## src/rtl/ptr_bank_pkg.sv

```systemverilog
package ptr_bank_pkg;
   // Register map of the bank's write/read port
   localparam int ADDR_W       = 3;
   localparam int SEL_LO_BIT   = 0;
   localparam int SEL_PAIR_BIT = 2;

   typedef enum logic [ADDR_W-1:0] {
      RA_LANE0 = 3'd0,
      RA_LANE1 = 3'd1,
      RA_LANE2 = 3'd2,
      RA_SEL   = 3'd3,
      RA_CTL   = 3'd4
   } reg_addr_e;
endpackage

```

## src/rtl/ptr_cell.sv

```systemverilog
module ptr_cell #(
   parameter int BYTE_W    = 8,
   parameter int PTR_BYTES = 3
) (
   input  logic                          clk,
   input  logic                          rst_n,
   input  logic [PTR_BYTES-1:0]          lane_we,
   input  logic [BYTE_W-1:0]             wdata,
   input  logic                          step,
   input  logic                          down,
   output logic [BYTE_W*PTR_BYTES-1:0]   value
);
   localparam int PTR_W = BYTE_W * PTR_BYTES;
   localparam logic [PTR_W-1:0] ONE = PTR_W'(1);

   logic [PTR_W-1:0] nxt;

   always_comb begin
      nxt = value;
      if (|lane_we) begin
         for (int i = 0; i < PTR_BYTES; i++) begin
            if (lane_we[i]) nxt[i*BYTE_W +: BYTE_W] = wdata;
         end
      end else if (step) begin
         nxt = down ? (value - ONE) : (value + ONE);
      end
   end

   always_ff @(posedge clk or negedge rst_n) begin
      if (!rst_n) value <= '0;
      else        value <= nxt;
   end


   step_delta_chk: assert property (@(posedge clk) disable iff (!rst_n)
      (step && lane_we == '0) |=>
         (value == ($past(down) ? $past(value) - ONE : $past(value) + ONE)));


   write_wins_chk: assert property (@(posedge clk) disable iff (!rst_n)
      lane_we[0] |=> (value[BYTE_W-1:0] == $past(wdata)));


   idle_hold_chk: assert property (@(posedge clk) disable iff (!rst_n)
      (!step && lane_we == '0) |=> $stable(value));
endmodule

```

## src/rtl/ptr_sel_reg.sv

```systemverilog
module ptr_sel_reg
   import ptr_bank_pkg::*;
#(
   parameter int NUM_PTRS = 4,
   parameter int BYTE_W   = 8,
   localparam int IDX_W   = $clog2(NUM_PTRS)
) (
   input  logic              clk,
   input  logic              rst_n,
   input  logic              wr,
   input  logic [BYTE_W-1:0] wdata,
   input  logic              inc,
   output logic [IDX_W-1:0]  idx,
   output logic [BYTE_W-1:0] rd_val
);
   logic lo_q;

   always_ff @(posedge clk or negedge rst_n) begin
      if (!rst_n)   lo_q <= 1'b0;
      else if (wr)  lo_q <= wdata[SEL_LO_BIT];
      else if (inc) lo_q <= ~lo_q;
   end

   generate
      if (NUM_PTRS == 4) begin : g_pair
         logic pair_q;
         always_ff @(posedge clk or negedge rst_n) begin
            if (!rst_n)  pair_q <= 1'b0;
            else if (wr) pair_q <= wdata[SEL_PAIR_BIT];
         end
         always_comb begin
            idx = {pair_q, lo_q};
            rd_val = '0;
            rd_val[SEL_LO_BIT]   = lo_q;
            rd_val[SEL_PAIR_BIT] = pair_q;
         end

         inc_pair_keep_chk: assert property (@(posedge clk) disable iff (!rst_n)
            (inc && !wr) |=> (idx[1] == $past(idx[1])));
      end else begin : g_single
         always_comb begin
            idx = lo_q;
            rd_val = '0;
            rd_val[SEL_LO_BIT] = lo_q;
         end
      end
   endgenerate


   inc_toggle_chk: assert property (@(posedge clk) disable iff (!rst_n)
      (inc && !wr) |=> (idx[0] != $past(idx[0])));


   wr_over_inc_chk: assert property (@(posedge clk) disable iff (!rst_n)
      wr |=> (idx[0] == $past(wdata[SEL_LO_BIT])));
endmodule

```

## src/rtl/ptr_ctl_reg.sv

```systemverilog
module ptr_ctl_reg #(
   parameter int NUM_PTRS = 4,
   parameter int BYTE_W   = 8
) (
   input  logic                clk,
   input  logic                rst_n,
   input  logic                wr,
   input  logic [BYTE_W-1:0]   wdata,
   output logic [NUM_PTRS-1:0] down_vec,
   output logic [NUM_PTRS-1:0] auto_vec,
   output logic [BYTE_W-1:0]   rd_val
);
   always_ff @(posedge clk or negedge rst_n) begin
      if (!rst_n) begin
         down_vec <= '0;
         auto_vec <= '0;
      end else if (wr) begin
         down_vec <= wdata[NUM_PTRS-1:0];
         auto_vec <= wdata[2*NUM_PTRS-1:NUM_PTRS];
      end
   end

   always_comb begin
      rd_val = '0;
      rd_val[2*NUM_PTRS-1:0] = {auto_vec, down_vec};
   end


   ctl_hold_chk: assert property (@(posedge clk) disable iff (!rst_n)
      !wr |=> ($stable(down_vec) && $stable(auto_vec)));
endmodule

```

## src/rtl/ptr_bank_top.sv

```systemverilog
module ptr_bank_top
   import ptr_bank_pkg::*;
#(
   parameter int NUM_PTRS  = 4,
   parameter int BYTE_W    = 8,
   parameter int PTR_BYTES = 3,
   localparam int PTR_W    = BYTE_W * PTR_BYTES,
   localparam int IDX_W    = $clog2(NUM_PTRS)
) (
   input  logic               clk,
   input  logic               rst_n,
   input  logic               wr_en,
   input  logic [ADDR_W-1:0]  wr_addr,
   input  logic [BYTE_W-1:0]  wr_data,
   input  logic [ADDR_W-1:0]  rd_addr,
   output logic [BYTE_W-1:0]  rd_data,
   input  logic               step_cmd,
   input  logic               auto_step,
   input  logic               sel_inc,
   output logic [PTR_W-1:0]   active_ptr,
   output logic [IDX_W-1:0]   active_idx
);
   generate
      if (!(NUM_PTRS == 2 || NUM_PTRS == 4)) begin : g_bad_count
         $error("ptr_bank_top: NUM_PTRS must be 2 or 4");
      end
      if (PTR_BYTES != 3) begin : g_bad_lanes
         $error("ptr_bank_top: register map assumes three byte lanes");
      end
      if (BYTE_W < 2 * NUM_PTRS) begin : g_bad_width
         $error("ptr_bank_top: control register needs 2*NUM_PTRS bits");
      end
   endgenerate

   logic                sel_wr, ctl_wr;
   logic [BYTE_W-1:0]   sel_rd, ctl_rd;
   logic [NUM_PTRS-1:0] down_vec, auto_vec;
   logic [PTR_BYTES-1:0] lane_hit;
   logic                step_fire;
   logic [PTR_W-1:0]    ptr_val [NUM_PTRS];
   logic [NUM_PTRS-1:0] cell_step;

   always_comb begin
      for (int l = 0; l < PTR_BYTES; l++)
         lane_hit[l] = wr_en && (wr_addr == ADDR_W'(l));
   end
   assign sel_wr = wr_en && (wr_addr == RA_SEL);
   assign ctl_wr = wr_en && (wr_addr == RA_CTL);

   ptr_sel_reg #(.NUM_PTRS(NUM_PTRS), .BYTE_W(BYTE_W)) u_sel (
      .clk(clk), .rst_n(rst_n), .wr(sel_wr), .wdata(wr_data),
      .inc(sel_inc), .idx(active_idx), .rd_val(sel_rd));

   ptr_ctl_reg #(.NUM_PTRS(NUM_PTRS), .BYTE_W(BYTE_W)) u_ctl (
      .clk(clk), .rst_n(rst_n), .wr(ctl_wr), .wdata(wr_data),
      .down_vec(down_vec), .auto_vec(auto_vec), .rd_val(ctl_rd));

   assign step_fire = step_cmd || (auto_step && auto_vec[active_idx]);

   generate
      for (genvar p = 0; p < NUM_PTRS; p++) begin : g_ptr
         logic hit;
         assign hit = (active_idx == IDX_W'(p));
         assign cell_step[p] = hit && step_fire;
         ptr_cell #(.BYTE_W(BYTE_W), .PTR_BYTES(PTR_BYTES)) u_cell (
            .clk(clk), .rst_n(rst_n),
            .lane_we(hit ? lane_hit : '0),
            .wdata(wr_data),
            .step(cell_step[p]),
            .down(down_vec[p]),
            .value(ptr_val[p]));
      end
   endgenerate

   assign active_ptr = ptr_val[active_idx];

   always_comb begin
      rd_data = '0;
      if (rd_addr == RA_SEL)      rd_data = sel_rd;
      else if (rd_addr == RA_CTL) rd_data = ctl_rd;
      else begin
         for (int l = 0; l < PTR_BYTES; l++)
            if (rd_addr == ADDR_W'(l)) rd_data = active_ptr[l*BYTE_W +: BYTE_W];
      end
   end


   one_step_chk: assert property (@(posedge clk) disable iff (!rst_n)
      $onehot0(cell_step));


   auto_gate_chk: assert property (@(posedge clk) disable iff (!rst_n)
      (auto_step && !step_cmd && !auto_vec[active_idx] && !wr_en && !sel_inc)
         |=> $stable(active_ptr));


   single_step_chk: assert property (@(posedge clk) disable iff (!rst_n)
      (step_cmd && auto_step && !wr_en && !sel_inc && !down_vec[active_idx])
         |=> (active_ptr == $past(active_ptr) + PTR_W'(1)));
endmodule

```

## config.mk

```make
export PLATFORM = sky130hd
export DESIGN_NAME = ptr_bank_top
export DESIGN_NICKNAME = d
export VERILOG_FILES = /design/src/rtl/ptr_bank_pkg.sv /design/src/rtl/ptr_cell.sv /design/src/rtl/ptr_sel_reg.sv /design/src/rtl/ptr_ctl_reg.sv /design/src/rtl/ptr_bank_top.sv
export SDC_FILE = /design/constraint.sdc
export NUM_CORES = 1
export LEC_CHECK = 0
export BUFFER_PORTS_ARGS = -buffer_cell sky130_fd_sc_hd__clkbuf_2
export CELL_PAD_IN_SITES_DETAIL_PLACEMENT = 0
export CELL_PAD_IN_SITES_GLOBAL_PLACEMENT = 1
export CORE_MARGIN = 10
export CORE_UTILIZATION = 48
export DETAILED_ROUTE_END_ITERATION = 10
export MAX_ROUTING_LAYER = met4
export PLACE_DENSITY_LB_ADDON = 0.1
export SLEW_MARGIN = 20
export SYNTH_ARGS = -nofsm -noshare
export SYNTH_HDL_FRONTEND = slang
export SYNTH_SLANG_ARGS = --single-unit
export TNS_END_PERCENT = 1
```

## constraint.sdc

```tcl
create_clock -name clk -period 4.1 [get_ports clk]
set_input_delay 0.82 -clock clk [delete_from_list [all_inputs] [get_ports clk]]
set_output_delay 0.82 -clock clk [all_outputs]
set_load 0.01 [all_outputs]
```

==> summary.json, run 1 <==
{
  "final.period_utilization_pct": 87.2,
  "io_pins": 54,
  "status": "complete, no violations",
  "timing.critical_path.arrival_ps": 2750,
  "firstDrtPassIters": 7,
  "number_of_h_tree_levels": 3,
  "setup_viol": 0,
  "postSynthRegisterBits": 106,
  "floorplan.core_area_sq_um": 20900,
  "die_y_um": 165,
  "synthesis.nets": 1349,
  "vdd.ir_drop.worst_mv": 0.369,
  "grt_pass1_vias": 9225,
  "wl_per_cell_um": 22.8,
  "dominantRegCellSynth": "sky130_fd_sc_hd__dfrtp_1",
  "port_buffers": 53,
  "pin_count_of_the_biggest_net_entering_global_routing": 58,
  "cts_num_sinks": 106,
  "min_path_type": "flop to flop",
  "critPathRequiredTime_ps": 3280,
  "cts-hold-fix-buffers": 0,
  "antenna_left": 0,
  "worst_setup_path_type": "flop to primary output",
  "clk-insertion-delay-late_ps": 370,
  "yosys.area.top_type_share_pct": 26.2,
  "totalWireLength_um": 35400,
  "share_of_synthesized_area_occupied_by_flip_flops_and_latches_pct": 26.2,
  "finalNetCount": 1381,
  "synthMostInstantiatedCell": "sky130_fd_sc_hd__a21oi_1",
  "synth.avg_cell_area_sq_um": 8.19,
  "finalCriticalPeriod_ps": 3570,
  "max-slew-margin-rel_pct": 24.6,
  "hold_viol_final": 0,
  "post_cts.resized_instances": 0,
  "reg2reg_setup_slack_ps": 680,
  "floorplan.die_area_sq_um": 27300,
  "startpoint_type": "flop",
  "yosysWarningCount": 0,
  "synth_common_cells": "sky130_fd_sc_hd__a21oi_1, sky130_fd_sc_hd__nor2_1, sky130_fd_sc_hd__nand2_1",
  "asyncSetResetFlopFracSynth_pct": 100,
  "drt-vias-per-instance": 6.36,
  "final.setup_skew_ps": 12.0,
  "timing_worst_slew_pin_value_ps": 1130,
  "tot_gr_track_use_pct": 26.8,
  "vias": 9865,
  "dp.final_hpwl_um": 27100,
  "numCtsBuffers": 9,
  "antenna_found_initial": 1,
  "grt_pass1_wl_um": 54700,
  "syn2layout_area_growth_pct": 8.79,
  "fmaxAchievable_mhz": 280,
  "synth_cell_types": 71,
  "gr-total-overflow": 0,
  "netlist_area_before_placement_sq_um": 10100,
  "clk_pin_slew_worst_paths_ps": 80,
  "synth_area_leader_cell": "sky130_fd_sc_hd__dfrtp_1",
  "clock_root_buffer": "sky130_fd_sc_hd__clkbuf_16",
  "maxSlewViolCount": 0,
  "row_cnt": 53,
  "synth_edf_count": 0,
  "cts_max_path_buffers": 2,
  "first_iter_violations": 1115,
  "hold_ws_ps": 535,
  "initial_core_util_pct": 48.5,
  "postCtsSetupBuffers": 0,
  "synth_top_cells_by_area": "sky130_fd_sc_hd__dfrtp_1, sky130_fd_sc_hd__ha_1, sky130_fd_sc_hd__a21oi_1, sky130_fd_sc_hd__mux4_2, sky130_fd_sc_hd__nor2_1",
  "worstSetupEndpointType": "primary output",
  "critical_path_peak_fanout": 18,
  "die_x_um": 165,
  "rsz0062_at_grt": "no",
  "drive_above_1_share_pct": 11.5,
  "cap_viol_max_count": 0,
  "gp_congestion": 0.981,
  "setup_tns_ps": 0,
  "synthCells": 1237,
  "powerDensity_nw_per_um2": 963,
  "clock_tree_from_tritoncts": "done",
  "power.static_leakage_nw": 4.82,
  "drc": 0
}
layout by cell type, fill, tap and decap left out, types with 5 or more instances in the layout:
cell and n:
sky130_fd_sc_hd__or4_1 5, sky130_fd_sc_hd__clkbuf_2 52, sky130_fd_sc_hd__xor2_1 25, sky130_fd_sc_hd__inv_1 24
sky130_fd_sc_hd__o21a_1 23, sky130_fd_sc_hd__ha_1 88, sky130_fd_sc_hd__o31ai_1 6, sky130_fd_sc_hd__mux2_2 11
sky130_fd_sc_hd__nor3_1 20, sky130_fd_sc_hd__clkbuf_16 9, sky130_fd_sc_hd__o31a_1 7, sky130_fd_sc_hd__nand4_1 10
sky130_fd_sc_hd__nor2b_1 18, sky130_fd_sc_hd__o211ai_1 10, sky130_fd_sc_hd__xnor2_1 33, sky130_fd_sc_hd__nor4_1 8
sky130_fd_sc_hd__mux2i_1 18, sky130_fd_sc_hd__o21bai_1 7, sky130_fd_sc_hd__o21ai_0 99, sky130_fd_sc_hd__nand3_1 21
sky130_fd_sc_hd__buf_4 24, sky130_fd_sc_hd__nand2_1 125, sky130_fd_sc_hd__a21o_1 40, sky130_fd_sc_hd__mux4_2 25
sky130_fd_sc_hd__and3_1 20, sky130_fd_sc_hd__dfrtp_1 105, sky130_fd_sc_hd__nor2_1 141, sky130_fd_sc_hd__nand2b_1 14
sky130_fd_sc_hd__a211oi_1 16, sky130_fd_sc_hd__or3_1 6, sky130_fd_sc_hd__a31oi_1 28, sky130_fd_sc_hd__a41oi_1 5
sky130_fd_sc_hd__a21oi_1 150
final cells by class:
class / count / area, sq um
clock inverter: 3 / 22.5
timing repair buffer: 77 / 460
tap: 275 / 344
clock buffer: 13 / 270
fill: 2044 / 9860
inverter: 24 / 90.1
antenna: 1 / 2.50
multi-input combinational: 1051 / 7180
sequential: 106 / 2650
logic make-up (layout without fill, tap and decap cells):
kind of cell / count (synthesis) / after routing / synth area share [%]
AOI/OAI and AO/OA: 434 / 434 / 26.7
xor gates and xnor gates: 58 / 58 / 5.01
adders and majority gates: 92 / 92 / 11.7
buffers and inverters: 80 / 117 / 3.12
DFF: 106 / 106 / 26.2
muxes: 54 / 54 / 8.56
other: 0 / 1 / 0
and+or+nand+nor: 413 / 413 / 18.8
where the power goes:
group	internal, mW	switching [mW]	leakage [nW]	total, mW
combinational	3.23	4.05	3.46	7.28
clock	0.465	0.434	0.146	0.899
sequential	1.54	0.900	1.21	2.44
total	5.23	5.38	4.82	10.6
routing by layer:
metal	global-route usage, %	up-vias	wire length (um)
met3	5.48	69	2850
met5	-	-	0
met1	34.6	4720	15300
met4	7.86	0	1060
li1	-	4691	-
met2	41.7	385	16100
flip-flops by register name, indices dropped and copies added (netlist names):
signal	flops
g_ptr.u_cell.value	96
u_ctl.auto_vec	4
u_ctl.down_vec	4
u_sel.g_pair.pair_q	1
u_sel.lo_q	1
worst paths after layout:
path,endpoint,from,depth (start not counted)
worst max register to register,g_ptr[1].u_cell.value[20],u_ctl.down_vec[1],11
max in group asynchronous,g_ptr[1].u_cell.value[23],rst_n,2
worst min-delay path,g_ptr[2].u_cell.value[21],g_ptr[2].u_cell.value[21],1
worst min register to register,g_ptr[2].u_cell.value[21],g_ptr[2].u_cell.value[21],1
min in group asynchronous,g_ptr[2].u_cell.value[13],rst_n,1
worst max-delay path,rd_data[6],u_sel.lo_q,7
per-stage QoR:
step | std cells | worst slack [ps] | total power [mW] | util, % | instance area [sq um]
after floorplan | 1237 | 945 | 7.58 | - | 10100
after global placement | 1533 | 824 | 9.56 | 51.3 | 10700
after detailed placement | 1533 | 723 | 9.59 | 51.3 | 10700
after CTS | 1549 | 524 | 10.5 | 52.7 | 11000
after global routing | 1550 | 334 | 11.6 | 52.8 | 11000
final | 1550 | 526 | 10.6 | 52.8 | 11000
worst max-delay path: stages (launching register included):
cell and delay, ps:
sky130_fd_sc_hd__dfrtp_2 700, sky130_fd_sc_hd__buf_4 340, sky130_fd_sc_hd__mux4_2 580, sky130_fd_sc_hd__mux2i_1 190, sky130_fd_sc_hd__nor2_1 60, sky130_fd_sc_hd__a21oi_1 160, sky130_fd_sc_hd__o21ai_0 160, sky130_fd_sc_hd__clkbuf_2 170
(Power assumes the default switching activity.)
==> inputs of run 2 (changes only) <==
Settings changed: GPL_TIMING_DRIVEN set to 0.
==> summary.json, run 2 (same netlist as run 1, synthesis figures left out) <==
{
  "design_area_sq_um": 11100,
  "clk_pin_slew_worst_paths_ps": 70,
  "finalCriticalPeriod_ps": 3840,
  "grt_pass1_vias": 9375,
  "vias": 9967,
  "largest_register_ffs": 96,
  "power.static_leakage_nw": 4.78,
  "clock_root_buffer": "sky130_fd_sc_hd__clkbuf_16",
  "post_dp_cell_area_sq_um": 10800,
  "cts_max_path_buffers": 2,
  "clock_tree_from_tritoncts": "done",
  "max-slew-margin-rel_pct": 28.0,
  "firstDrtPassIters": 7,
  "setup_viol": 0,
  "initial_core_util_pct": 48.5,
  "timing_worst_slew_pin_value_ps": 1070,
  "vdd.ir_drop.worst_mv": 0.368,
  "drc": 0,
  "floorplan.die_area_sq_um": 27300,
  "final.setup_skew_ps": 10.1,
  "finalNetCount": 1409,
  "final.period_utilization_pct": 93.8,
  "drt-vias-per-instance": 6.32,
  "commonest_non_fill_non_tap_cell_in_the_layout": "sky130_fd_sc_hd__a21oi_1",
  "critPathRequiredTime_ps": 3280,
  "dp.final_hpwl_um": 28200,
  "grt_pass1_wl_um": 55100,
  "pin_count_of_the_biggest_net_entering_global_routing": 88,
  "die_y_um": 165,
  "worstSetupEndpointType": "primary output",
  "layout_common_cells": "sky130_fd_sc_hd__a21oi_1, sky130_fd_sc_hd__nor2_1, sky130_fd_sc_hd__nand2_1",
  "gr-total-overflow": 0,
  "reg2reg_setup_slack_ps": 420,
  "worst_setup_path_type": "flop to primary output",
  "fmaxAchievable_mhz": 260,
  "io_pins": 54,
  "critical_path_peak_fanout": 19,
  "die_x_um": 165,
  "gp_congestion": 0.985,
  "report.power.total_mw": 10.7,
  "row_cnt": 53,
  "fin_util_pct": 53.0,
  "cts_num_sinks": 106,
  "rsz0062_at_grt": "no",
  "hold_viol_final": 0,
  "wl_per_cell_um": 22.9,
  "postCtsSetupBuffers": 0,
  "setup_tns_ps": 0,
  "floorplan.core_area_sq_um": 20900,
  "antenna_found_initial": 1,
  "first_iter_violations": 1146,
  "drive_above_1_share_pct": 9.91,
  "antenna_left": 0,
  "fill_cell_total_of_the_finished_layout": 2083,
  "startpoint_type": "flop",
  "min_path_type": "input pin to asynchronous set/reset pin",
  "syn2layout_area_growth_pct": 9.15,
  "timing.critical_path.arrival_ps": 3020,
  "maxSlewViolCount": 0,
  "tot_gr_track_use_pct": 27.1,
  "number_of_h_tree_levels": 3,
  "clk-insertion-delay-late_ps": 370,
  "powerDensity_nw_per_um2": 964,
  "cap_viol_max_count": 0,
  "reg_top3": "g_ptr.u_cell.value (96), u_ctl.auto_vec (4), u_ctl.down_vec (4)",
  "status": "complete, no violations",
  "totalWireLength_um": 36100,
  "numCtsBuffers": 9,
  "port_buffers": 49,
  "top_register": "g_ptr.u_cell.value"
}
run 2: layout make-up:
cell class	instances	area (sq um)	area share, %
Clock buffer	12	246	2.23
Sequential cell	106	2660	24.0
Buffer	55	224	2.02
Timing Repair Buffer	50	282	2.54
Clock inverter	4	51.3	0.464
Tap cell	275	344	3.11
Inverter	24	90.1	0.814
Multi-Input combinational cell	1051	7170	64.8
Antenna cell	1	2.50	0.0226
run 2: critical path, stage by stage, from the launching register on:
cell and delay, ps:
sky130_fd_sc_hd__dfrtp_1 450, sky130_fd_sc_hd__clkbuf_1 450, sky130_fd_sc_hd__buf_2 470, sky130_fd_sc_hd__mux4_2 440, sky130_fd_sc_hd__mux2i_1 170, sky130_fd_sc_hd__nor2_1 60, sky130_fd_sc_hd__a21oi_1 320, sky130_fd_sc_hd__o21ai_0 140
sky130_fd_sc_hd__clkbuf_2 160
run 2: metal layers:
metal	wire length (um)	vias to the layer above	global-route usage [%]	part of all wire, %
li1	-	4742	-	-
met1	15600	4744	34.9	43
met2	16200	404	41.2	45
met3	2790	77	5.08	7.7
met4	1450	0	11.1	4.0
met5	0	-	-	0
run 2: timing repair:
action / 4_1_cts / 5_1_grt
resized for setup: 0 / 5
endpoints found under the setup margin: 3 / 12
hold buffers: 0 / 0
pin swaps: 0 / 0
endpoints found under the hold margin: 0 / 0
run 2: worst paths after layout:
path	start	endpoint	cells past startpoint
worst min register to register	g_ptr[2].u_cell.value[21]	g_ptr[2].u_cell.value[21]	1
min in group clk	g_ptr[2].u_cell.value[21]	g_ptr[2].u_cell.value[21]	1
max in group asynchronous	rst_n	u_ctl.down_vec[1]	2
worst max-delay path	u_sel.g_pair.pair_q	rd_data[6]	8
worst max register to register	u_ctl.down_vec[3]	g_ptr[3].u_cell.value[23]	10
worst min-delay path	rst_n	g_ptr[2].u_cell.value[12]	1
run 2: where the power goes:
part | total [mW] | switching (mW) | internal [mW]
clock network | 0.914 | 0.422 | 0.492
logic | 7.30 | 4.10 | 3.20
registers | 2.45 | 0.909 | 1.54
run 2: per-stage QoR:
stage / cells / setup WS [ps] / hold slack, ps
floorplan: 1237 / 945 / 463
global placement: 1561 / 41.0 / 522
detailed placement: 1562 / 29.8 / 529
CTS: 1577 / 27.8 / 315
global route: 1578 / 68.6 / 320
finish: 1578 / 255 / 312
